<file path="src/rtl/mei_pkg.sv">
package mei_pkg;
  localparam int unsigned ADDR_W = 2;

  typedef enum logic [ADDR_W-1:0] {
    ADR_RAW    = 2'd0,
    ADR_MASK   = 2'd1,
    ADR_CLR    = 2'd2,
    ADR_MASKED = 2'd3
  } mei_addr_e;
endpackage

</file>
<file path="src/rtl/mei_rst_sync.sv">
module mei_rst_sync #(
  parameter int unsigned STAGES = 2
) (
  input  logic clk,
  input  logic arst_n,
  output logic rst_n_o
);
  logic [STAGES-1:0] chain_q;
  logic [STAGES-1:0] chain_d;

  always_comb begin
    chain_d = {chain_q[STAGES-2:0], 1'b1};
  end

  always_ff @(posedge clk or negedge arst_n) begin
    if (!arst_n) chain_q <= '0;
    else         chain_q <= chain_d;
  end

  assign rst_n_o = chain_q[STAGES-1];
endmodule

</file>
<file path="src/rtl/mei_cts_edge.sv">
module mei_cts_edge #(
  parameter int unsigned SYNC_STAGES = 2
) (
  input  logic clk,
  input  logic rst_n,
  input  logic cts_i,
  output logic edge_o
);
  localparam int unsigned PRIME_CNT = SYNC_STAGES + 1;
  localparam int unsigned CNT_W     = $clog2(PRIME_CNT + 1);

  logic [SYNC_STAGES-1:0] sync_q;
  logic [SYNC_STAGES-1:0] sync_d;
  logic                   prev_q;
  logic [CNT_W-1:0]       cnt_q;
  logic [CNT_W-1:0]       cnt_d;
  logic                   cnt_en;
  logic                   primed;
  logic                   line;

  // synchroniser chain, stage 0 samples the pin
  assign sync_d[0] = cts_i;
  for (genvar g = 1; g < SYNC_STAGES; g++) begin : g_chain
    assign sync_d[g] = sync_q[g-1];
  end

  assign line   = sync_q[SYNC_STAGES-1];
  assign primed = (cnt_q == CNT_W'(PRIME_CNT));
  assign cnt_en = !primed;
  assign cnt_d  = cnt_q + 1'b1;

  always_ff @(posedge clk or negedge rst_n) begin
    if (!rst_n) begin
      sync_q <= '0;
      prev_q <= 1'b0;
    end else begin
      sync_q <= sync_d;
      prev_q <= line;
    end
  end

  always_ff @(posedge clk or negedge rst_n) begin
    if (!rst_n)      cnt_q <= '0;
    else if (cnt_en) cnt_q <= cnt_d;
  end

  // until the chain holds real samples, no change is reported
  assign edge_o = primed & (line ^ prev_q);

  a_r1_no_edge_before_primed: assert property (
    @(posedge clk) disable iff (!rst_n) !primed |-> !edge_o);
endmodule

</file>
<file path="src/rtl/mei_clr_ctl.sv">
module mei_clr_ctl (
  input  logic clk,
  input  logic rst_n,
  input  logic wr_clr_i,
  input  logic wr_bit_i,
  input  logic status_i,
  output logic rise_o
);
  logic clr_q;
  logic clr_d;
  logic hist_q;

  always_comb begin
    clr_d = clr_q;
    if (wr_clr_i)                clr_d = wr_bit_i;
    else if (clr_q && !status_i) clr_d = 1'b0;
  end

  always_ff @(posedge clk or negedge rst_n) begin
    if (!rst_n) begin
      clr_q  <= 1'b0;
      hist_q <= 1'b0;
    end else begin
      clr_q  <= clr_d;
      hist_q <= clr_q;
    end
  end

  assign rise_o = clr_q & ~hist_q;

  a_r5_self_rearm: assert property (
    @(posedge clk) disable iff (!rst_n)
    clr_q && !status_i && !wr_clr_i |=> !clr_q);

  a_r7_no_rise_while_stuck: assert property (
    @(posedge clk) disable iff (!rst_n)
    clr_q && status_i && !wr_clr_i |=> !rise_o);
endmodule

</file>
<file path="src/rtl/mei_status.sv">
module mei_status (
  input  logic clk,
  input  logic rst_n,
  input  logic set_i,
  input  logic clr_i,
  output logic status_o
);
  logic stat_q;
  logic stat_d;
  logic stat_en;

  assign stat_en = set_i | clr_i;

  always_comb begin
    stat_d = stat_q;
    if (set_i)      stat_d = 1'b1;
    else if (clr_i) stat_d = 1'b0;
  end

  always_ff @(posedge clk or negedge rst_n) begin
    if (!rst_n)       stat_q <= 1'b0;
    else if (stat_en) stat_q <= stat_d;
  end

  assign status_o = stat_q;

  a_r6_set_wins: assert property (
    @(posedge clk) disable iff (!rst_n) set_i |=> status_o);

  a_r4_clear_on_rise: assert property (
    @(posedge clk) disable iff (!rst_n) clr_i && !set_i |=> !status_o);

  a_r10_hold_without_event: assert property (
    @(posedge clk) disable iff (!rst_n) !set_i && !clr_i |=> $stable(status_o));
endmodule

</file>
<file path="src/rtl/mdm_edge_irq.sv">
module mdm_edge_irq
  import mei_pkg::*;
#(
  parameter int unsigned SYNC_STAGES = 2,
  parameter int unsigned RST_STAGES  = 2,
  parameter int unsigned DATA_W      = 8
) (
  input  logic              clk,
  input  logic              rst_n,
  input  logic              cts_i,
  input  logic              wr_en,
  input  logic [ADDR_W-1:0] wr_addr,
  input  logic              wr_data,
  input  logic [ADDR_W-1:0] rd_addr,
  output logic [DATA_W-1:0] rd_data,
  output logic              irq_o
);
  logic rst_int_n;
  logic cts_edge;
  logic clr_rise;
  logic status;
  logic mask_q;
  logic mask_en;
  logic wr_clr;
  logic rd_bit;

  mei_rst_sync #(.STAGES(RST_STAGES)) u_rst (
    .clk     (clk),
    .arst_n  (rst_n),
    .rst_n_o (rst_int_n)
  );

  mei_cts_edge #(.SYNC_STAGES(SYNC_STAGES)) u_edge (
    .clk    (clk),
    .rst_n  (rst_int_n),
    .cts_i  (cts_i),
    .edge_o (cts_edge)
  );

  assign wr_clr  = wr_en && (mei_addr_e'(wr_addr) == ADR_CLR);
  assign mask_en = wr_en && (mei_addr_e'(wr_addr) == ADR_MASK);

  mei_clr_ctl u_clr (
    .clk      (clk),
    .rst_n    (rst_int_n),
    .wr_clr_i (wr_clr),
    .wr_bit_i (wr_data),
    .status_i (status),
    .rise_o   (clr_rise)
  );

  mei_status u_stat (
    .clk      (clk),
    .rst_n    (rst_int_n),
    .set_i    (cts_edge),
    .clr_i    (clr_rise),
    .status_o (status)
  );

  always_ff @(posedge clk or negedge rst_int_n) begin
    if (!rst_int_n)   mask_q <= 1'b0;
    else if (mask_en) mask_q <= wr_data;
  end

  assign irq_o = status & mask_q;

  always_comb begin
    case (mei_addr_e'(rd_addr))
      ADR_RAW:    rd_bit = status;
      ADR_MASK:   rd_bit = mask_q;
      ADR_MASKED: rd_bit = irq_o;
      default:    rd_bit = 1'b0;
    endcase
    rd_data = {{(DATA_W-1){1'b0}}, rd_bit};
  end

  a_r8_clear_reads_zero: assert property (
    @(posedge clk) disable iff (!rst_int_n)
    (mei_addr_e'(rd_addr) == ADR_CLR) |-> (rd_data == '0));

  a_r9_mask_blocks_irq: assert property (
    @(posedge clk) disable iff (!rst_int_n) !mask_q |-> !irq_o);
endmodule

</file>
<file path="config.mk">
export PLATFORM = sky130hd
export DESIGN_NAME = mdm_edge_irq
export DESIGN_NICKNAME = d
export VERILOG_FILES = /design/src/rtl/mei_pkg.sv /design/src/rtl/mei_rst_sync.sv /design/src/rtl/mei_cts_edge.sv /design/src/rtl/mei_clr_ctl.sv /design/src/rtl/mei_status.sv /design/src/rtl/mdm_edge_irq.sv
export SDC_FILE = /design/constraint.sdc
export NUM_CORES = 1
export LEC_CHECK = 0
export BUFFER_PORTS_ARGS = -buffer_cell sky130_fd_sc_hd__buf_2
export CORE_AREA = 2 2 39 41
export DETAILED_ROUTE_END_ITERATION = 10
export DIE_AREA = 0 0 41 43
export GPL_ROUTABILITY_DRIVEN = 0
export SLEW_MARGIN = 20
export SYNTH_ARGS = -nofsm -noshare
export SYNTH_HDL_FRONTEND = slang
export SYNTH_SLANG_ARGS = --single-unit
</file>
<file path="constraint.sdc">
create_clock -name clk -period 1.2 [get_ports clk]
set_input_delay 0.36 -clock clk [delete_from_list [all_inputs] [get_ports clk]]
set_output_delay 0.36 -clock clk [all_outputs]
set_load 0.02 [all_outputs]
</file>
Word-level counts from Yosys, hierarchy flattened:

Index checks and enable logic that the tools add are counted.

* add/sub/neg operators: 1
* equal/unequal tests: 5
* muxes and demuxes: 5
* bitwise operators: 6
* reduce and logical (&&, ||, !) cells: 8

Operators with widths (number)
* equality test 2 bit (second input constant): 3
* equality test 2 x 1 -> 1 bit (second input constant): 2
* 2-to-1 mux 1 bit: 4
* nonzero test 2 bit: 2
* bitwise AND 1 bit: 3
* logical AND 1 bit: 3
* one-hot mux 1 bit (3 select lines): 1
* adder 2 x 1 -> 2 bit (second input constant): 1
* zero test 2 bit: 1
* AND reduction 2 bit: 1
* zero test 1 bit: 1
* inverter 1 bit: 1
* OR 1 bit: 1
* bitwise XOR 1 bit: 1

* register bits after elaboration: 11
* input port bits: 9
* word-level logic and storage cells: 33

Longest topological paths before layout:

Gate-level depths: netlist (run 1).

* depth in word-level cells: 4
* depth in mapped cells: 3
* depth with buffers taken out: 2

By module:

Synthesis (run 1) repeated with hierarchy kept, for this count alone.

* cells, all modules: 41
* area total of the unflattened synthesis: 503.0 sq um

Modules (own cells, without submodules)
* mei_cts_edge: instances 1, cells an instance 10, area an instance 177.7 sq um, seq. area each 125.1 sq um
* mdm_edge_irq: instances 1, cells an instance 19, area an instance 166.4 sq um, seq. area each 25.0 sq um
* mei_clr_ctl: instances 1, cells an instance 6, area an instance 68.8 sq um, seq. area each 50.0 sq um
* mei_rst_sync: instances 1, cells an instance 3, area an instance 53.8 sq um, seq. area each 50.0 sq um
* mei_status: instances 1, cells an instance 3, area an instance 36.3 sq um, seq. area each 25.0 sq um

Worst setup path before layout (run 1):

No wires, ideal clock.

* path type: register -> output
* from: register u_stat.stat_q, in the netlist u_stat.status_o
* to: output port rd_data[0]
* arrival: 890 ps
* path slack: -50 ps
* cell stages (with the launch flop): 4
* buffers on the path: 1
* cell sequence: dfrtp_1 -> nand2b_1 -> a31o_2 -> buf_4

* cells in the longest elaborated chain, start to end: 2

RTL lines
* from (decl): RTL line mei_status.sv:8 `logic stat_q;`
* from (signal assigned): RTL line mei_status.sv:22 `else if (stat_en) stat_q <= stat_d;`
* bitwise AND 1 bit: RTL line mdm_edge_irq.sv:65 `assign irq_o = status & mask_q;`
* one-hot mux 1 bit (3 select lines) *: RTL line mdm_edge_irq.sv:68 `case (mei_addr_e'(rd_addr))`
* to (decl): RTL line mdm_edge_irq.sv:15 `output logic [DATA_W-1:0] rd_data,`

Every way passes the cells marked *; elsewhere a longest branch is shown, timed or not.

Worst setup path in the final report (run 1):

Same ends and word-level chain as after synthesis.

==> results.py, run 1 <==
metrics = {
    "run_status": {
        "status": "complete, but fails checks",
        "violations": "setup timing",
    },
    "route": {
        "wl_per_cell_um": 9.48,
        "vias": 287,
        "firstDrtPassIters": 2,
        "viasPerCell": 4.28,
        "drt_iter0_drc": 4,
        "drcViolationCount": 0,
        "ant_nets": 0,
        "routed_wl_um": 635,
    },
    "timing": {
        "fin_ws_ps": -293,
        "fin_hold_ws_ps": 141,
        "rsz0062_at_grt": "true",
        "period_share_pct": 124,
        "setup_violations": 2,
        "hold_viol": 0,
        "fin_crit_ps": 1490,
        "max_freq_mhz": 670,
        "clock_skew_ps": 2.56,
        "fin_tns_setup_ps": -523,
        "slew_viol_final": 0,
    },
    "floorplan": {
        "coreArea_um2": 1380,
        "die_h_um": 43,
        "die_w_um": 41,
        "rows": 14,
        "start_util_pct": 35.3,
        "dieArea_um2": 1760,
        "io_pins": 18,
    },
    "critical_path": {
        "worstPathArrival_ps": 1130,
        "r2r_slack_ps": 150,
        "crit_type": "reg -> out",
        "endpoint_kind": "primary output",
        "r2r-start": "u_edge.cnt_q[0]$_DFFE_PN0P_",
        "crit_path_start": "u_stat.status_o$_DFFE_PN0P_",
        "path_max_fanout": 3,
        "required_ps": 840,
        "startpoint_type": "flop",
    },
    "pwr": {
        "pwr-share-comb_pct": 23.2,
        "peakVddDrop_v": 0.000927,
        "p_int_mw": 0.661,
        "power.switching_mw": 0.221,
        "clkPwrFrac_pct": 26.4,
        "pwr-share-seq_pct": 50.4,
        "power.leakage_nw": 0.305,
        "swShare_pct": 25.0,
        "p_per_area_nw_per_um2": 1460,
    },
    "placed_design": {
        "dp_hpwl_um": 477,
        "placed_cell_area_um2": 528,
        "port_buffers": 10,
    },
    "yosys": {
        "synth_largest_area_cell": "dfrtp_1",
        "syn_avg_cell_area_um2": 13.2,
        "ys_warn_count": 0,
        "synth_ff_type": "dfrtp_1",
        "synth-seq-cells": 11,
        "ys_seq_area_share_pct": 56.4,
        "ys_top_cells_by_area": "dfrtp_1, buf_4, nand3b_4",
        "synth_edf_count": 0,
        "synth_area_um2": 488,
        "async_flop_share_pct": 100,
        "synth.distinct_cells": 18,
        "synthesis.instances": 37,
        "synth.top_cell.area_share_pct": 56.4,
    },
    "global_routing": {
        "grt_start_max_net_pins": 10,
        "grt-ovfl-total": 0,
        "antenna_found_initial": 0,
        "grt_pass1_wl_um": 869,
        "grt_use_met2_pct": 12.5,
        "grt_pass1_vias": 235,
        "grt_usage_pct": 8.09,
        "top_usage_layer": "met2",
        "met1_usage_pct": 7.22,
        "grt.met3_usage_pct": 7.85,
    },
    "final_layout": {
        "synthToLayoutAreaGrowth_pct": 23.8,
        "antenna_cells": 0,
        "stdcell_area_um2": 604,
        "drive_gt1_share_pct": 39.2,
        "final_nets": 62,
        "final_util_pct": 43.7,
    },
    "cts": {
        "cts_max_path_buffers": 2,
        "clock_sinks": 11,
        "insertion_delay_ps": 250,
        "clk_pin_slew_ps": 60,
        "cts_tree": "done",
        "cts_setup_buffers": 0,
        "htreeDepth": 1,
        "root_buffer": "clkbuf_4",
        "cts_buffers": 3,
    },
    "run": {
        "max_cap_violations": 0,
    },
    "min_path": {
        "hold_path_class": "reg -> async",
    },
}
==> final timing paths <==
kind	to	cells past startpoint
max in group asynchronous	u_rst.chain_q[1]$_DFF_PN0_	2
min	u_edge.cnt_q[1]$_DFFE_PN0P_	0
max	rd_data[0]	3
min reg2reg	u_edge.cnt_q[1]$_DFFE_PN0P_	0
max reg2reg	u_edge.cnt_q[1]$_DFFE_PN0P_	2
min in group clk	u_edge.sync_q[0]$_DFF_PN0_	1
==> cell families after synthesis <==
kind of cell | synth area share [%]
muxes | 7.43
AOI/OAI and AO/OA | 3.59
adders and majority gates | 2.56
buffers and inverters | 13.1
DFF | 56.4
other | 1.54
xor gates and xnor gates | 3.59
and+or+nand+nor | 11.8
==> synthesized netlist by cell type, types with 2 or more instances <==
library cell / instances
nand2b_1: 2
conb_1: 2
buf_4: 8
dfrtp_1: 11
==> layout by cell type, fill, tap and decap left out <==
master / Yosys / layout
dfrtp_1: 11 / 11
buf_4: 8 / 1
ha_1: 1 / 1
nand2b_1: 2 / 1
conb_1: 2 / 8
nor3b_4: 0 / 1
a31o_4: 0 / 1
mux2i_1: 1 / 1
xor2_1: 1 / 1
nand3b_4: 1 / 1
clkbuf_4: 0 / 3
mux2_4: 1 / 1
dlygate4sd3_1: 0 / 1
nand3b_1: 1 / 1
xnor2_1: 1 / 1
mux2_2: 1 / 1
clkbuf_1: 0 / 1
and2_1: 1 / 1
inv_1: 1 / 1
a22o_1: 1 / 1
nand2_1: 1 / 1
nand2b_4: 0 / 1
buf_2: 0 / 8
buf_6: 0 / 2
==> metal layers <==
metal	vias to the layer above	wire length, um
met5	-	0
li1	133	-
met2	11	375
met4	0	0
met3	0	46
met1	143	213
==> sequential cells by signal, indices dropped and copies added, names as in the netlist <==
| register | cells |
|---|---|
| u_edge.cnt_q | 2 |
| u_edge.sync_q | 2 |
| u_rst.chain_q | 2 |
| mask_q | 1 |
| u_clr.clr_q | 1 |
| u_clr.hist_q | 1 |
| u_edge.prev_q | 1 |
| u_stat.status_o | 1 |
==> worst max-delay path, stage by stage (launching register included) <==
cell and delay, ps:
dfrtp_1 390, nand2b_4 140, a31o_4 220, buf_6 120
==> layout make-up <==
cell class,instances,area (um2)
clock buffers,4,26.3
multi-input cells,23,199
flip-flops and latches,11,275
fillers,138,779
inverters,1,3.75
repair buffers,12,80.1
well taps,16,20.0
==> metrics by stage <==
step / cells / setup slack [ps] / total power [mW]
CTS: 67 / -311 / 0.873
global route: 67 / -341 / 0.935
global placement: 62 / -73.5 / 0.604
finish: 67 / -293 / 0.881
floorplan: 43 / -23.5 / 0.581
detailed placement: 62 / -80.2 / 0.608
==> power by group through the flow <==
stage          Combinational [mW]  Sequential, mW  Clock, mW
4_1_cts                     0.183           0.443      0.247
3_3_place_gp                0.156           0.448          0
2_1_floorplan               0.136           0.444          0
6_report                    0.205           0.444      0.233
3_5_place_dp                0.159           0.449          0
5_1_grt                     0.224           0.451      0.261
==> what timing repair did <==
action                     4_1_cts  5_1_grt
resized for setup                4        4
hold buffers                     1        0
hold endpoints to repair         2        0
setup endpoints to repair        2        2
Power figures use the tool's default switching activity.
==> run 2: changes to the inputs <==
--- a/config.mk
+++ b/config.mk
@@ -10,7 +10,9 @@
 export DETAILED_ROUTE_END_ITERATION = 10
 export DIE_AREA = 0 0 41 43
 export GPL_ROUTABILITY_DRIVEN = 0
+export SETUP_SLACK_MARGIN = 0.1
 export SLEW_MARGIN = 20
 export SYNTH_ARGS = -nofsm -noshare
 export SYNTH_HDL_FRONTEND = slang
+export SYNTH_HIERARCHICAL = 1
 export SYNTH_SLANG_ARGS = --single-unit
==> constraint.sdc (replaced) <==
create_clock -name clk -period 1.82 [get_ports clk]
set_input_delay 0.546 -clock clk [delete_from_list [all_inputs] [get_ports clk]]
set_output_delay 0.546 -clock clk [all_outputs]
set_load 0.02 [all_outputs]
==> results.py, run 2 <==
metrics = {
    "yosys": {
        "ys_seq_area_share_pct": 54.7,
        "synth_edf_count": 0,
        "synth_commonest_cells": "dfrtp_1, buf_4, nand2_1",
        "synth_area_um2": 503,
        "synth.distinct_cells": 18,
        "async_flop_share_pct": 100,
        "synth.top_cell.area_share_pct": 54.7,
        "synth_ff_type": "dfrtp_1",
        "synth-seq-cells": 11,
        "synth_largest_area_cell": "dfrtp_1",
        "ys_warn_count": 6,
        "syn_avg_cell_area_um2": 12.3,
        "synth.most_common_cell": "dfrtp_1",
        "ys_top_cells_by_area": "dfrtp_1, buf_4, mux2_4",
        "synthesis.instances": 41,
    },
    "route": {
        "routed_wl_um": 612,
        "vias": 283,
        "ant_nets": 0,
        "drcViolationCount": 0,
        "firstDrtPassIters": 2,
        "wl_per_cell_um": 8.62,
        "drt_iter0_drc": 3,
        "viasPerCell": 3.99,
    },
    "floorplan": {
        "die_w_um": 41,
        "io_pins": 18,
        "die_h_um": 43,
        "dieArea_um2": 1760,
        "coreArea_um2": 1380,
        "rows": 14,
        "start_util_pct": 36.3,
    },
    "global_routing": {
        "grt_usage_pct": 8.40,
        "grt_pass1_vias": 251,
        "grt-ovfl-total": 0,
        "antenna_found_initial": 0,
        "grt_start_max_net_pins": 10,
        "grt_pass1_wl_um": 966,
    },
    "placed_design": {
        "pre_cts_ws_ps": 92.1,
        "dp_hpwl_um": 418,
        "port_buffers": 10,
        "dp_cells": 65,
        "placed_cell_area_um2": 536,
    },
    "min_path": {
        "hold_path_class": "in -> async",
    },
    "final_layout": {
        "stdcell_count": 71,
        "stdcell_area_um2": 604,
        "antenna_cells": 0,
        "regArea_um2": 275,
        "multi_input_area_um2": 201,
        "fillers": 136,
        "synthToLayoutAreaGrowth_pct": 20.1,
        "drive_gt1_share_pct": 38.2,
        "mostFrequentLayoutCells": "dfrtp_1, conb_1, buf_2",
        "final_common_cell": "dfrtp_1",
        "final_nets": 66,
        "top_regs": "u_edge/cnt_q x2, u_edge/sync_q x2, u_rst/chain_q x2",
    },
    "run": {
        "max_cap_violations": 0,
    },
    "timing": {
        "slew_viol_final": 0,
        "hold_viol": 0,
        "period_share_pct": 94.1,
        "rsz0062_at_grt": "true",
        "clock_skew_ps": 0.346,
        "setup_violations": 0,
        "fin_hold_ws_ps": 55.8,
        "max_freq_mhz": 584,
        "fin_tns_setup_ps": 0,
        "fin_ws_ps": 107,
        "fin_crit_ps": 1710,
    },
    "pwr": {
        "p_per_area_nw_per_um2": 926,
        "power.leakage_nw": 0.309,
        "peakVddDrop_v": 0.000445,
    },
    "cts": {
        "cts_max_path_buffers": 2,
        "htreeDepth": 1,
        "insertion_delay_ps": 260,
        "root_buffer": "clkbuf_4",
        "cts_tree": "done",
        "ctsHoldBuffers": 0,
        "clk_pin_slew_ps": 60,
        "cts_buffers": 3,
        "clock_sinks": 11,
    },
    "critical_path": {
        "endpoint_kind": "primary output",
        "worstPathArrival_ps": 1170,
        "path_max_fanout": 3,
        "startpoint_type": "input port",
        "crit_type": "in -> out",
        "required_ps": 1270,
        "r2r_slack_ps": 740,
    },
    "run_status": {
        "status": "finished, final reports clean",
    },
}
run 2: area by class of cell:
| cell class | count | share of cell area (%) |
|---|---|---|
| clock buffers | 4 | 4.35 |
| inverters | 1 | 0.621 |
| multi-input cells | 27 | 33.3 |
| flip-flops and latches | 11 | 45.5 |
| well taps | 16 | 3.31 |
| repair buffers | 12 | 12.8 |
run 2: timing repair:
action                                  4_1_cts  5_1_grt
endpoints found under the setup margin        1        1
pin swaps                                     1        1
buffers inserted                              2        0
gates resized for setup                       2        4
run 2: report_power, final:
| part | switching, mW | internal (mW) | total, mW |
|---|---|---|---|
| logic | 0.0540 | 0.0634 | 0.117 |
| clock network | 0.0740 | 0.0846 | 0.159 |
| registers | 0.0161 | 0.267 | 0.284 |
| total | 0.144 | 0.416 | 0.560 |
run 2: per-layer routing:
layer / vias to the layer above / wire length (um) / share of wire [%] / GRT usage, %
met5: - / 0 / 0 / 0
met4: 0 / 11 / 1.8 / 6.00
met3: 2 / 43 / 7.0 / 3.14
met2: 11 / 307 / 50 / 11.6
met1: 128 / 249 / 41 / 10.3
li1: 142 / - / - / -
run 2: stage by stage:
step                      utilization [%]  power, mW
after detailed placement             38.7      0.379
after global placement               38.7      0.378
after floorplan                         -      0.369
final                                43.7      0.560
after global routing                 43.7      0.596
after CTS                            42.1      0.558
run 2: cell families (layout without fill, tap and decap cells):
family / count (synthesis) / count (layout) / share of synthesized area, %
flops: 11 / 11 / 54.7
simple gates: 11 / 11 / 14.7
buf+inv: 9 / 17 / 12.7
compound gates: 3 / 3 / 4.48
other cells: 2 / 8 / 1.49
xor+xnor: 2 / 2 / 3.48
mux: 2 / 2 / 5.97
fa+ha+maj: 1 / 1 / 2.49
run 2: final timing paths:
path,start,endpoint,cells after the start
setup reg to reg,u_edge/cnt_q[0]$_DFFE_PN0P_,u_stat/status_o$_DFFE_PN0P_,3
hold reg to reg,u_rst/chain_q[1]$_DFF_PN0_,u_edge/sync_q[0]$_DFF_PN0_,0
max in group asynchronous,u_rst/chain_q[1]$_DFF_PN0_,u_clr/hist_q$_DFF_PN0_,0
min in group clk,u_edge/sync_q[0]$_DFF_PN0_,u_edge/sync_q[1]$_DFF_PN0_,0
hold / removal,rst_n,u_rst/chain_q[0]$_DFF_PN0_,1
setup / recovery,rd_addr[0],rd_data[0],4
run 2: worst max-delay path, stage by stage:
cell,delay [ps]
buf_6,100
nand2b_4,130
a32o_1,260
buf_6,130
==> run 3: changes to the inputs <==
--- a/config.mk
+++ b/config.mk
@@ -7,9 +7,11 @@
 export LEC_CHECK = 0
 export BUFFER_PORTS_ARGS = -buffer_cell sky130_fd_sc_hd__buf_2
 export CORE_AREA = 2 2 39 41
+export CTS_BUF_LIST = sky130_fd_sc_hd__clkbuf_16
 export DETAILED_ROUTE_END_ITERATION = 10
 export DIE_AREA = 0 0 41 43
 export GPL_ROUTABILITY_DRIVEN = 0
+export REMOVE_ABC_BUFFERS = 1
 export SETUP_SLACK_MARGIN = 0.1
 export SLEW_MARGIN = 20
 export SYNTH_ARGS = -nofsm -noshare
==> results.py, run 3 (synthesized netlist as in run 2, its figures left out) <==
metrics = {
    "cts": {
        "cts_buffers": 3,
        "root_buffer": "clkbuf_16",
        "clk_pin_slew_ps": 40,
        "ctsHoldBuffers": 0,
        "cts_tree": "done",
        "insertion_delay_ps": 230,
        "cts_max_path_buffers": 2,
        "htreeDepth": 1,
        "clock_sinks": 11,
    },
    "critical_path": {
        "r2r-start": "u_edge/cnt_q[0]$_DFFE_PN0P_",
        "cpMaxStageDelayCell": "dfrtp_1",
        "rr_endpoint": "u_stat/status_o$_DFFE_PN0P_",
        "critPathTopFamily": "flip-flops",
        "critPathMaxStageDelay_ps": 380,
        "crit_type": "reg -> out",
        "worstPathArrival_ps": 1150,
        "path_max_fanout": 4,
        "endpoint_kind": "primary output",
        "required_ps": 1270,
        "r2r_slack_ps": 740,
        "path_cells": "nand2b_1 > a32o_2 > buf_6",
        "startpoint_type": "flop",
        "reg2reg_depth": 3,
        "path_buf_inv": 1,
    },
    "floorplan": {
        "dieArea_um2": 1760,
        "die_w_um": 41,
        "die_h_um": 43,
        "io_pins": 18,
        "start_util_pct": 36.3,
        "rows": 14,
        "coreArea_um2": 1380,
    },
    "timing": {
        "clock_skew_ps": 3.22,
        "max_freq_mhz": 589,
        "hold_viol": 0,
        "fin_tns_setup_ps": 0,
        "rsz0062_at_grt": "true",
        "fin_crit_ps": 1700,
        "fin_ws_ps": 121,
        "setup_violations": 0,
        "period_share_pct": 93.3,
        "slew_viol_final": 0,
    },
    "pwr": {
        "clkPwrFrac_pct": 49.0,
        "peakVddDrop_v": 0.00101,
        "power.leakage_nw": 0.330,
        "pwr-share-comb_pct": 13.8,
        "p_int_mw": 0.612,
        "swShare_pct": 20.8,
        "p_per_area_nw_per_um2": 1200,
        "power.switching_mw": 0.160,
        "pwr-share-seq_pct": 37.2,
    },
    "route": {
        "drcViolationCount": 0,
        "routed_wl_um": 586,
        "vias": 284,
        "met1Wirelength_um": 274,
        "wl_met2_um": 286,
        "drt_iter0_drc": 2,
        "firstDrtPassIters": 3,
        "ant_nets": 0,
        "wl_per_cell_um": 8.37,
        "dr_wl_met3_um": 25,
        "viasPerCell": 4.06,
        "maxUsedRoutingLayer": "met3",
    },
    "final_layout": {
        "top_regs": "u_edge/cnt_q x2, u_edge/sync_q x2, u_rst/chain_q x2",
        "mostFrequentLayoutCells": "dfrtp_1, conb_1, buf_2",
        "drive_gt1_share_pct": 37.0,
        "synthToLayoutAreaGrowth_pct": 27.9,
        "final_nets": 65,
        "final_common_cell": "dfrtp_1",
        "antenna_cells": 0,
    },
    "global_routing": {
        "grt_pass1_vias": 245,
        "antenna_found_initial": 0,
        "grt_start_max_net_pins": 10,
        "grt_pass1_wl_um": 966,
        "grt-ovfl-total": 0,
        "grt_usage_pct": 7.91,
    },
    "placed_design": {
        "pre_cts_ws_ps": 86.9,
        "port_buffers": 10,
    },
    "run": {
        "max_cap_violations": 0,
    },
    "min_path": {
        "hold_path_class": "in -> async",
    },
    "run_status": {
        "status": "finished, final reports clean",
    },
}
==> run 3: cell types whose count changed in the layout (fill, tap and decap cells not counted) <==
cell       change
buf_4          -1
clkbuf_1       -1
clkbuf_4       -3
a32o_2         +1
nand2b_4       -1
inv_1          +1
nand2b_1       +1
a32o_1         -1
clkbuf_16      +3
==> run 3: worst max path at each step <==
stage / depth (start not counted) / start / to
after floorplan: 2 / rd_addr[0] / rd_data[0]
after global placement: 4 / rd_addr[0] / rd_data[0]
after detailed placement: 4 / rd_addr[0] / rd_data[0]
after CTS: 4 / rd_addr[0] / rd_data[0]
after global routing: 3 / mask_q$_DFFE_PN0P_ / rd_data[0]
final: 3 / mask_q$_DFFE_PN0P_ / rd_data[0]
==> run 3: stage by stage <==
step	hold WS [ps]	cell area [um2]	utilization [%]	power, mW	std cells
global placement	143	536	38.7	0.377	65
finish	91.1	643	46.5	0.772	70
detailed placement	147	536	38.7	0.380	65
floorplan	108	465	-	0.351	39
CTS	90.1	621	44.8	0.771	69
global route	88.7	643	46.5	0.805	70
==> run 3: worst register-to-register path, cell delays in order (launching register included) <==
cell and delay (ps):
dfrtp_1 390, ha_1 250, and2_2 180, a21o_1 150
==> run 3: cell type report <==
cell class                      instances  area, um2
Multi-Input combinational cell         27        195
Timing Repair Buffer                   11       70.1
Clock inverter                          1       3.75
Fill cell                             133        741
Sequential cell                        11        275
Inverter                                1       3.75
Clock buffer                            3       75.1
Tap cell                               16       20.0
==> run 3: routing by layer <==
layer	track usage, %	up-vias
met4	2.00	0
met2	11.6	10
li1	-	139
met5	0	-
met1	10.7	135
met3	3.14	0
==> run 3: what timing repair did <==
item | 4_1_cts | 5_1_grt
setup buffers | 0 | 1
gates resized for setup | 2 | 3
setup endpoints to repair | 1 | 1
pin swaps | 1 | 1
==> run 3: power by group through the flow <==
stage               logic, mW  clock network, mW  registers, mW
detailed placement     0.0894                  0          0.291
global route            0.117              0.398          0.290
finish                  0.107              0.378          0.287
floorplan              0.0660                  0          0.285
CTS                    0.0969              0.386          0.288
global placement       0.0875                  0          0.289
